$ cat src/rtl/srt_pkg.sv
package srt_pkg;
  // strobes issued by the control unit to the datapath
  typedef struct packed {
    logic restart;  // restart the gap counter
    logic seed;     // load the first gap into the estimate
    logic update;   // fold a gap into the running average
  } srtCtl_t;
endpackage

$ cat src/rtl/srtDatapath.sv
module srtDatapath
  import srt_pkg::*;
#(
  parameter int PW          = 14,
  parameter int SHIFT       = 4,
  parameter int TIMEOUT_CYC = 9600,
  parameter int MIN_PER     = 872,
  parameter int TOL_DIV     = 50
) (
  input  logic          clk,
  input  logic          rstN,
  input  srtCtl_t       ctl,
  output logic [PW-1:0] periodEst,
  output logic          periodNear,
  output logic          cntExpired,
  output logic          estTooFast
);
  localparam int QW = PW + SHIFT;
  localparam int SW = PW + 8;
  localparam logic [PW-1:0] CNT_LIMIT = PW'(TIMEOUT_CYC);

  logic [PW-1:0] cnt;
  logic [QW-1:0] estQ;
  logic [PW-1:0] diff;
  logic [SW-1:0] diffScaled;

  assign cntExpired = cnt > CNT_LIMIT;

  // gap counter: saturates one step past the timeout limit
  always_ff @(posedge clk or negedge rstN) begin
    if (!rstN) cnt <= '0;
    else if (ctl.restart) cnt <= PW'(1);
    else if (!cntExpired) cnt <= cnt + PW'(1);
  end

  // scaled first-order recursive average
  always_ff @(posedge clk or negedge rstN) begin
    if (!rstN) estQ <= '0;
    else if (ctl.seed) estQ <= {cnt, {SHIFT{1'b0}}};
    else if (ctl.update) estQ <= estQ - (estQ >> SHIFT) + QW'(cnt);
  end

  assign periodEst  = estQ[QW-1:SHIFT];
  assign diff       = (cnt >= periodEst) ? (cnt - periodEst) : (periodEst - cnt);
  assign diffScaled = SW'(diff) * SW'(TOL_DIV);
  assign periodNear = diffScaled <= SW'(periodEst);
  assign estTooFast = periodEst < PW'(MIN_PER);


  seed_load_chk: assert property (@(posedge clk) disable iff (!rstN)
    ctl.seed |=> periodEst == $past(cnt));


  cnt_bound_chk: assert property (@(posedge clk) disable iff (!rstN)
    cnt <= CNT_LIMIT + PW'(1));


  est_hold_chk: assert property (@(posedge clk) disable iff (!rstN)
    !(ctl.seed || ctl.update) |=> $stable(estQ));
endmodule

$ cat src/rtl/srtControl.sv
module srtControl
  import srt_pkg::*;
#(
  parameter int LOCK_N = 16
) (
  input  logic    clk,
  input  logic    rstN,
  input  logic    sampleStrobe,
  input  logic    periodNear,
  input  logic    cntExpired,
  input  logic    estTooFast,
  output srtCtl_t ctl,
  output logic    estValid,
  output logic    locked,
  output logic    outOfRange
);
  localparam int LCW = $clog2(LOCK_N);
  localparam logic [LCW-1:0] LAST = LCW'(LOCK_N - 1);

  logic           primed;
  logic           timedOut;
  logic [LCW-1:0] lockCnt;
  logic           meas;

  assign meas        = sampleStrobe && primed && !cntExpired;
  assign ctl.restart = sampleStrobe;
  assign ctl.seed    = meas && !estValid;
  assign ctl.update  = meas && estValid;

  always_ff @(posedge clk or negedge rstN) begin
    if (!rstN) begin
      primed   <= 1'b0;
      estValid <= 1'b0;
      timedOut <= 1'b0;
      lockCnt  <= '0;
      locked   <= 1'b0;
    end else if (cntExpired) begin
      primed   <= sampleStrobe;
      estValid <= 1'b0;
      timedOut <= 1'b1;
      lockCnt  <= '0;
      locked   <= 1'b0;
    end else if (sampleStrobe) begin
      primed <= 1'b1;
      if (ctl.seed) begin
        estValid <= 1'b1;
        timedOut <= 1'b0;
        lockCnt  <= '0;
        locked   <= 1'b0;
      end else if (ctl.update) begin
        if (periodNear) begin
          if (lockCnt == LAST) locked <= 1'b1;
          else lockCnt <= lockCnt + LCW'(1);
        end else begin
          lockCnt <= '0;
          locked  <= 1'b0;
        end
      end
    end
  end

  assign outOfRange = timedOut || (estValid && estTooFast);


  lock_rise_chk: assert property (@(posedge clk) disable iff (!rstN)
    $rose(locked) |-> $past(ctl.update && periodNear));


  lock_drop_chk: assert property (@(posedge clk) disable iff (!rstN)
    (ctl.update && !periodNear && !cntExpired) |=> !locked);


  expire_chk: assert property (@(posedge clk) disable iff (!rstN)
    cntExpired |=> (!locked && outOfRange));
endmodule

$ cat src/rtl/srtDomain.sv
module srtDomain #(
  parameter int PW       = 14,
  parameter int REF_HZ   = 48_000_000,
  parameter int EDGE_A   = 12000,
  parameter int EDGE_B   = 25000,
  parameter int EDGE_C   = 40000,
  parameter int HYST_PCT = 1
) (
  input  logic          clk,
  input  logic          rstN,
  input  logic          estValid,
  input  logic [PW-1:0] periodEst,
  output logic [1:0]    domain
);
  localparam int NB = 3;
  localparam logic [PW-1:0] TOP_UP =
    PW'((longint'(REF_HZ) * 100) / (longint'(EDGE_C) * (100 + HYST_PCT)));

  logic [NB-1:0] crossed;
  logic [1:0]    nextDom;

  for (genvar b = 0; b < NB; b++) begin : g_edge
    localparam longint EDGE = (b == 0) ? longint'(EDGE_A) :
                              (b == 1) ? longint'(EDGE_B) : longint'(EDGE_C);
    localparam logic [PW-1:0] UP_TH =
      PW'((longint'(REF_HZ) * 100) / (EDGE * (100 + HYST_PCT)));
    localparam logic [PW-1:0] DN_TH =
      PW'((longint'(REF_HZ) * 100) / (EDGE * (100 - HYST_PCT)));
    assign crossed[b] = (domain > 2'(b)) ? (periodEst <= DN_TH) : (periodEst <= UP_TH);
  end

  always_comb begin
    nextDom = '0;
    for (int i = 0; i < NB; i++) nextDom = nextDom + 2'(crossed[i]);
  end

  always_ff @(posedge clk or negedge rstN) begin
    if (!rstN) domain <= '0;
    else if (estValid) domain <= nextDom;
  end


  dom_hold_chk: assert property (@(posedge clk) disable iff (!rstN)
    !estValid |=> $stable(domain));


  top_band_chk: assert property (@(posedge clk) disable iff (!rstN)
    (estValid && periodEst <= TOP_UP) |=> domain == 2'd3);
endmodule

$ cat src/rtl/sampleRateTracker.sv
module sampleRateTracker
  import srt_pkg::*;
#(
  parameter int REF_HZ      = 48_000_000,
  parameter int MIN_RATE_HZ = 5000,
  parameter int MAX_RATE_HZ = 55000,
  parameter int SHIFT       = 4,
  parameter int LOCK_N      = 16,
  parameter int TOL_DIV     = 50,
  parameter int EDGE_A      = 12000,
  parameter int EDGE_B      = 25000,
  parameter int EDGE_C      = 40000,
  parameter int HYST_PCT    = 1,
  localparam int TIMEOUT_CYC = REF_HZ / MIN_RATE_HZ,
  localparam int MIN_PER     = REF_HZ / MAX_RATE_HZ,
  localparam int PW          = $clog2(TIMEOUT_CYC + 2)
) (
  input  logic          clk,
  input  logic          rstN,
  input  logic          sampleStrobe,
  output logic [PW-1:0] periodEst,
  output logic [1:0]    domain,
  output logic          locked,
  output logic          outOfRange
);
  srtCtl_t ctl;
  logic    periodNear;
  logic    cntExpired;
  logic    estTooFast;
  logic    estValid;

  srtControl #(.LOCK_N(LOCK_N)) u_ctrl (
    .clk(clk), .rstN(rstN), .sampleStrobe(sampleStrobe),
    .periodNear(periodNear), .cntExpired(cntExpired), .estTooFast(estTooFast),
    .ctl(ctl), .estValid(estValid), .locked(locked), .outOfRange(outOfRange)
  );

  srtDatapath #(
    .PW(PW), .SHIFT(SHIFT), .TIMEOUT_CYC(TIMEOUT_CYC),
    .MIN_PER(MIN_PER), .TOL_DIV(TOL_DIV)
  ) u_dp (
    .clk(clk), .rstN(rstN), .ctl(ctl), .periodEst(periodEst),
    .periodNear(periodNear), .cntExpired(cntExpired), .estTooFast(estTooFast)
  );

  srtDomain #(
    .PW(PW), .REF_HZ(REF_HZ), .EDGE_A(EDGE_A), .EDGE_B(EDGE_B),
    .EDGE_C(EDGE_C), .HYST_PCT(HYST_PCT)
  ) u_dom (
    .clk(clk), .rstN(rstN), .estValid(estValid),
    .periodEst(periodEst), .domain(domain)
  );
endmodule

$ cat config.mk
export PLATFORM = sky130hd
export DESIGN_NAME = sampleRateTracker
export DESIGN_NICKNAME = d
export VERILOG_FILES = /design/src/rtl/srt_pkg.sv /design/src/rtl/srtDatapath.sv /design/src/rtl/srtControl.sv /design/src/rtl/srtDomain.sv /design/src/rtl/sampleRateTracker.sv
export SDC_FILE = /design/constraint.sdc
export NUM_CORES = 1
export LEC_CHECK = 0
export CAP_MARGIN = 20
export CORE_UTILIZATION = 40
export CTS_BUF_LIST = sky130_fd_sc_hd__clkbuf_8
export DETAILED_ROUTE_END_ITERATION = 8
export DONT_BUFFER_PORTS = 1
export PLACE_DENSITY_LB_ADDON = 0.05
export SLEW_MARGIN = 20
export SYNTH_ARGS = -nofsm -noshare
export SYNTH_HDL_FRONTEND = slang
export SYNTH_HIERARCHICAL = 1
export SYNTH_SLANG_ARGS = --single-unit
$ cat constraint.sdc
create_clock -name clk -period 17.9 [get_ports clk]
set_input_delay 3.58 -clock clk [delete_from_list [all_inputs] [get_ports clk]]
set_output_delay 3.58 -clock clk [all_outputs]
set_load 0.01 [all_outputs]
==> run summary, run 1 <==
The run finished with clean final reports. After legalization and detailed placement, the total HPWL measured about 15 mm. The largest buffer count on any clock path came out at 2. The cts-stage hold buffer count came out at 0. The share of the clock period used by the worst path came out at between 40% and 50%. The post-route minimum period is 8680 ps.

The number of synthesized register bits came out at 42. The reg2reg setup slack came out at just over 9000 ps. Entering global routing, the biggest net connects 43 pins. In the post-synthesis netlist, the biggest area contributors are ha_1 21%, dfrtp_1 16%, fa_1 8.0%.

The peak fanout along the critical path is 20. The most critical setup path has its startpoint at u_dp/estQ[5]. The number of detailed-routing iterations run before antenna repair is 5.

The first global-routing pass estimated 29.6 mm of wire. The number of synthesized flops with an enable pin is 0. In this run the mean area of a mapped cell was between 8 and 9 µm².

The final clock skew is between 9 and 10 ps. STA classifies the critical path startpoint as a flip-flop. STA classifies the critical path endpoint as a flip-flop. The vertical extent of the die is 129 µm.

The critical register-to-register path startpoint is u_dp/estQ[5]. The H-tree depth reported by CTS came out at 2. The global-route usage over all layers came out at about a quarter. The final layout contains around 880 nets. The final-report max-slew violation count came out at 0. Once detail routing completed, the nets flagged for antenna violations numbered 0.

In this run the critical register-to-register path is captured at u_ctrl/lockCnt[1]. In this run the cell area measured after placement is approximately 6600 µm². The post-synthesis cell type count came out at 76. After routing the design area is 6650 µm². Of all flip-flops after synthesis, the portion carrying an async set or reset was between 90% and 100%.

The number of remaining DRC errors came out at 0. The most instantiated flip-flop cell in the synthesis netlist is dfrtp_1. The summed instance area of the synthesized netlist is approximately 6500 µm². The data arrival at the endpoint of the critical path is approximately 8900 ps. The tree is rooted in a clkbuf_8.

The most numerous cell type found on the critical path is ha_1. ha_1 takes more of the synthesized area than any other cell. The maximum frequency from static timing analysis is ~0.12 GHz. The initial cell density of the core is between 40% and 50%. The number of placed I/O pins is 21. The slowest stage of the critical path belongs to the cell o22ai_2.

The core area is ~16,000 µm². The worst reg2reg path depth came out at 31. Across the run, the number of max-cap violations was 0. After technology mapping, the gate count stands at 762. The share of final-layout standard cells stronger than drive strength 1 came out at slightly below 6%.

The final weighted congestion in routability-driven placement is 0.863. The worst setup path category is reg2reg. The die outline area is roughly 17,000 µm².

The routed layout has about 5,400 vias. Following the worst setup path forward leads to its endpoint at u_ctrl/lockCnt[1]. The floorplan row count came out at 46. The critical path data required time came out at roughly 18,000 ps. For the pin with the worst max-slew slack, the measured transition is between 1000 and 1500 ps. Yosys instantiated no cell more often than inv_1. The number of antenna repair diodes came out at 0.

The post-cts sizing count came out at 0. The count of buffers added by post-CTS timing repair for setup is 0. The sum of routed wire length over all layers came out at between 15 and 20 mm. The number of endpoints with negative hold slack in the final report came to 0. Adding up every negative setup slack in the final design gives 0 ps.

The commonest cells after synthesis are 112 x inv_1, 110 x ha_1, 53 x nor2_1. Yosys printed 6 warnings. Clock latency on the worst-skew pair, taken at its later pin, is 330 ps.

The number of antenna violations at the first check in global routing came out at 0. The worst max-slew margin expressed relative to the limit came out at 29.9%. The routed wire length per instance is slightly below 20 µm. The initial DRC count is 426. Clock-pin slew was measured on the worst setup and hold paths at 100 ps. On the worst path, the slowest cell contributes a delay of 860 ps. In this run the horizontal extent of the chip is ~130 µm.

The worst hold path belongs to the class reg2reg. Clock tree synthesis inserted a total of 5 buffers. The via-per-instance ratio came out at 5.60.

The clock sink total is 42. Synthesis produced a netlist with a net count of approximately 900. For this run the aggregate overflow at the end of global routing stands at 0. The sequential fraction of the synthesis area came out at about 16%. TritonCTS built the clock tree.

The via count of the first global-routing pass is around 5,200. The area growth from synthesis to layout came out at 2.80%. Setup repair after global routing left no endpoint under its margin. The number of port buffers is 0. The final count of negative-setup-slack endpoints came out at 0. The area share of the leading cell type in the synthesized netlist is between 20% and 30%.
## sequential cells by signal, indices dropped and copies added (netlist names)
| register | flops |
|---|---|
| u_ctrl/estValid | 1 |
| u_ctrl/locked | 1 |
| u_ctrl/primed | 1 |
| u_ctrl/timedOut | 1 |
| u_dp/cnt | 14 |
| u_ctrl/lockCnt | 4 |
| u_dp/estQ | 18 |
| u_dom/domain | 2 |
## worst min-delay path by stage
stage | endpoint | slack [ps] | depth (start not counted) | from
3_3_place_gp | u_dp/estQ[3] | 500 | 2 | u_dp/estQ[3]
3_5_place_dp | u_dp/estQ[3] | 510 | 2 | u_dp/estQ[3]
2_1_floorplan | u_ctrl/timedOut | 450 | 2 | u_ctrl/timedOut
4_1_cts | u_dp/estQ[3] | 530 | 2 | u_dp/estQ[3]
5_1_grt | u_dp/estQ[0] | 560 | 2 | u_dp/estQ[0]
6_report | u_dp/estQ[3] | 530 | 2 | u_dp/estQ[3]
## critical path: cells and delay by family (launching register included)
| kind | cells | cell delay, ps |
|---|---|---|
| adder cells (fa/ha/maj) | 6 | 2240 |
| buffers and inverters | 3 | 330 |
| AO/OA/AOI/OAI | 14 | 3590 |
| XOR/XNOR | 2 | 470 |
| flip-flops | 1 | 690 |
| AND/OR/NAND/NOR | 6 | 1280 |
## through the flow
| step | utilization [%] | hold WS (ps) | setup slack [ps] | std cells |
|---|---|---|---|---|
| after CTS | 42.0 | 534 | 9220 | 956 |
| after global placement | 41.4 | 501 | 9550 | 948 |
| after floorplan | - | 449 | 11200 | 762 |
| after detailed placement | 41.4 | 512 | 9260 | 948 |
| after global routing | 42.0 | 563 | 8440 | 956 |
| final | 42.0 | 531 | 9220 | 956 |
## routing by layer
metal / global-route usage (%) / share of wire, % / vias to the layer above
met5: 0 / 0 / -
met4: 5.05 / 1.2 / 0
met3: 2.39 / 3.2 / 16
met2: 37.2 / 44 / 124
met1: 35.0 / 51 / 2597
li1: - / - / 2620
## cell usage in the layout, fill, tap and decap left out, types with 4 or more instances in the layout
cell type / n
nor2_1: 53
a31oi_1: 7
xor2_1: 12
a211oi_1: 13
a41oi_1: 4
nand2b_1: 8
o21a_1: 13
clkbuf_8: 5
dfrtp_1: 42
ha_1: 110
nand3b_1: 5
nor2b_1: 6
o21ai_1: 5
fa_1: 26
xnor2_1: 37
nand3_1: 10
a221o_1: 5
nand4_1: 6
o2111ai_1: 4
o21ai_0: 34
o211ai_1: 6
inv_1: 112
a21o_1: 16
mux2i_1: 12
a21oi_1: 50
nor3_1: 30
nand2_1: 31
## layout make-up
| cell class | count | area [µm²] |
|---|---|---|
| Multi-Input combinational cell | 575 | 4790 |
| Clock buffer | 5 | 68.8 |
| Sequential cell | 42 | 1050 |
| Clock inverter | 3 | 26.3 |
| Fill cell | 1643 | 9180 |
| Tap cell | 216 | 270 |
| Inverter | 113 | 424 |
| Timing Repair Buffer | 2 | 15.0 |
## logic make-up after synthesis
family                     Yosys count  share of synthesized area, %
buffers and inverters              145                          9.79
xor gates and xnor gates            50                          6.89
AOI/OAI and AO/OA                  199                          21.7
adders and majority gates          136                          29.3
DFF                                 42                          16.2
muxes                               15                          2.44
and+or+nand+nor                    175                          13.6
Power of run 1 is not shown: default switching activity piles up to over one toggle a cycle in this logic, so the estimate is an artifact.
==> run 2: changes to the inputs <==
Clock period 17.9 ns to 7.4 ns, I/O delays scaled along.
==> run 2 against run 1 <==
Routed wire length is 3.5% higher; sequential share of layout area decreased by 1.1 points; hold slack better by 1.9 ps; cell area grew 7.5%; global-route usage rose by 0.33 points; first-iteration DRC count decreased by 21%; critical endpoint is now u_ctrl/lockCnt[0]; largest cell class unchanged; highest routed layer unchanged.
==> run summary, run 2 (same netlist as run 1, synthesis figures left out) <==
The vertical extent of the die is 129 µm (unchanged). The largest stage delay on the critical path was 520 ps (-340 ps). The endpoint of the worst-slack reg-to-reg timing path is u_ctrl/lockCnt[0].

The final-report max-slew violation count is 0 (unchanged). The share of final-layout standard cells stronger than drive strength 1 came out at 14.0% (+8.2 points). The worst reg2reg path depth came out at 33 (+6.5%). The critical path starts at u_dp/cnt[0]. The number of antenna repair diodes came to 0 (unchanged).

The number of remaining DRC errors is 0 (unchanged). The hold path startpoint is u_dp/estQ[0]. The routed length on met2 came to 8.70 mm (+3.9%). The via-per-instance ratio came to 5.55 (-0.87%). The number of placed I/O pins came out at 21 (unchanged). The largest buffer count on any clock path was 2 (unchanged). The peak fanout along the critical path is 6 (-70%). The post-route minimum period came out at 7110 ps (-1570 ps). In this run the worst setup path terminates at u_ctrl/lockCnt[0].

The number of max-cap violations is 0 (unchanged). The initial cell density of the core came out at 40.9% (unchanged). The area growth from synthesis to layout came out at 10.5%. The x dimension of the die came to 129 µm (unchanged). The uppermost layer routed is met4. The global-route wire length before repair was 29.9 mm (+1.1%). The critical path data required time came to 7660 ps (-10,490 ps). The final count of negative-setup-slack endpoints came out at 0 (unchanged). The count of antenna-violating nets left after detailed routing came out at 0 (unchanged).

The number of antenna violations at the first check in global routing came to 0 (unchanged). The final clock skew came to 13.3 ps (+3.47 ps). In this run the worst hold path is classified as reg2reg. The residual overflow from global routing came out at 0 (unchanged). The share of the clock period used by the worst path is 96.1% (+48 points). The slew of the pin with the lowest slew margin came out at 599 ps (-452 ps). The routed wire length on met3 came out at 671 µm (+12%). The clock sink total is 42 (unchanged). The utilization after layout came out at 45.2% (+3.1 points). The worst max-slew margin expressed relative to the limit is 60.1% (+30 points). The reg2reg setup slack is 290 ps (-8930 ps).

The maximum frequency from static timing analysis is 0.141 GHz (+22%). The net count of the finished layout came out at 917 (+4.4%). The clock-pin slew on the worst setup and hold paths came out at 100 ps (about the same).

The register with the most flip-flops in the final layout is u_dp/estQ. The sum of routed wire length over all layers is 19.5 mm (+3.5%). The worst-skew pair later-pin latency was 340 ps (about the same).

The die outline area is 16,700 µm² (unchanged). The final worst hold slack came to 533 ps (+1.87 ps). The total half-perimeter wirelength after legalization and detailed placement was 15.6 mm (+3.6%). The routed wire length per instance came to 19.6 µm (-0.51%).

The final weighted congestion in routability-driven placement is 0.906 (+5.0%). The met1 wire length was 9.77 mm (+1.3%). The number of endpoints with negative hold slack in the final report is 0 (unchanged).

In the final layout, the registers with the most flip-flops are u_dp/estQ: 18 flops, u_dp/cnt: 14 flops, u_ctrl/lockCnt: 4 flops. The critical register-to-register path startpoint is u_dp/cnt[0]. The critical path in this run is classified as reg2reg. The flip-flop count of the largest register, all copies and words added was 18 (unchanged).

The vias after detailed routing came out at 5,527 (+3.2%). The pin count of the biggest net entering global routing was 43 (unchanged). Leaving out fill and tap cells, the most frequent cell in the layout is inv_1. The number of port buffers was 0 (unchanged). The TritonCTS clock tree is yes. The data arrival at the endpoint of the critical path is 7370 ps (-1560 ps).

In the layout the commonest cells are 111 x inv_1, 102 x ha_1, 52 x nor2_1. The run finished with clean final reports. The slowest stage of the critical path is the fa_1 cell.

The H-tree depth reported by CTS is 2 (unchanged). The initial DRC count is 338 (-21%). The root buffer selected by CTS is clkbuf_8. The cts-stage hold buffer count came out at 0 (unchanged). The number of detailed-routing iterations run before antenna repair came out at 5 (unchanged). The via count of the first global-routing pass was 5,322 (+1.9%). The global-route usage over all layers was 24.1% (+0.33 points). The number of buffers added by the clock tree synthesis step is 5 (unchanged). The core area is 15,800 µm² (unchanged).

STA classifies the critical path startpoint as a flip-flop. The worst setup path is captured at a flip-flop. The floorplan row count was 46 (unchanged).
==> run 2: stage by stage <==
step | setup TNS [ps] | setup WS [ps] | std cells | area, µm²
2_1_floorplan | 0 | 698 | 762 | 6470
3_3_place_gp | 0 | 195 | 980 | 6800
3_5_place_dp | -69.7 | -45.5 | 980 | 6800
4_1_cts | 0 | 2.43 | 992 | 6950
5_1_grt | -141 | -62.8 | 995 | 7150
6_report | 0 | 289 | 995 | 7150
==> run 2: metal layers <==
| layer | vias to the layer above | GRT usage (%) |
|---|---|---|
| met5 | - | 0 |
| met4 | 0 | 5.88 |
| met3 | 22 | 3.80 |
| met2 | 110 | 37.2 |
| met1 | 2708 | 34.8 |
| li1 | 2687 | - |
==> run 2: critical path, delay by kind of cell (launching register included) <==
kind                       cells  cell delay [ps]
adders and majority gates      7             2180
buffers and inverters          6              610
AOI/OAI and AO/OA             13             2470
DFF                            1              400
muxes                          1              180
xor gates and xnor gates       2              370
and+or+nand+nor                4              780
==> run 2: layout make-up <==
| cell class | instances | area (µm²) |
|---|---|---|
| inverter | 113 | 424 |
| clock buffer | 5 | 68.8 |
| fill | 1607 | 8680 |
| tap | 216 | 270 |
| timing repair buffer | 41 | 319 |
| multi-input combinational | 575 | 4990 |
| sequential | 42 | 1050 |
| clock inverter | 3 | 23.8 |
==> run 2: how the worst min path moves through the flow <==
stage                       to  slack [ps]  cells past startpoint
2_1_floorplan  u_ctrl/timedOut         450                      2
3_3_place_gp      u_dp/estQ[1]         510                      2
3_5_place_dp      u_dp/estQ[0]         520                      2
4_1_cts           u_dp/estQ[0]         540                      2
5_1_grt           u_dp/estQ[0]         550                      2
6_report          u_dp/estQ[0]         530                      2
==> run 2: what timing repair did <==
action                                  4_1_cts  5_1_grt
endpoints found under the setup margin        4        5
hold endpoints to repair                      0        0
gates resized for setup                       4       34
pin swaps                                     1       24
setup buffers                                 4        3
Power of run 2 is left out for the same reason.
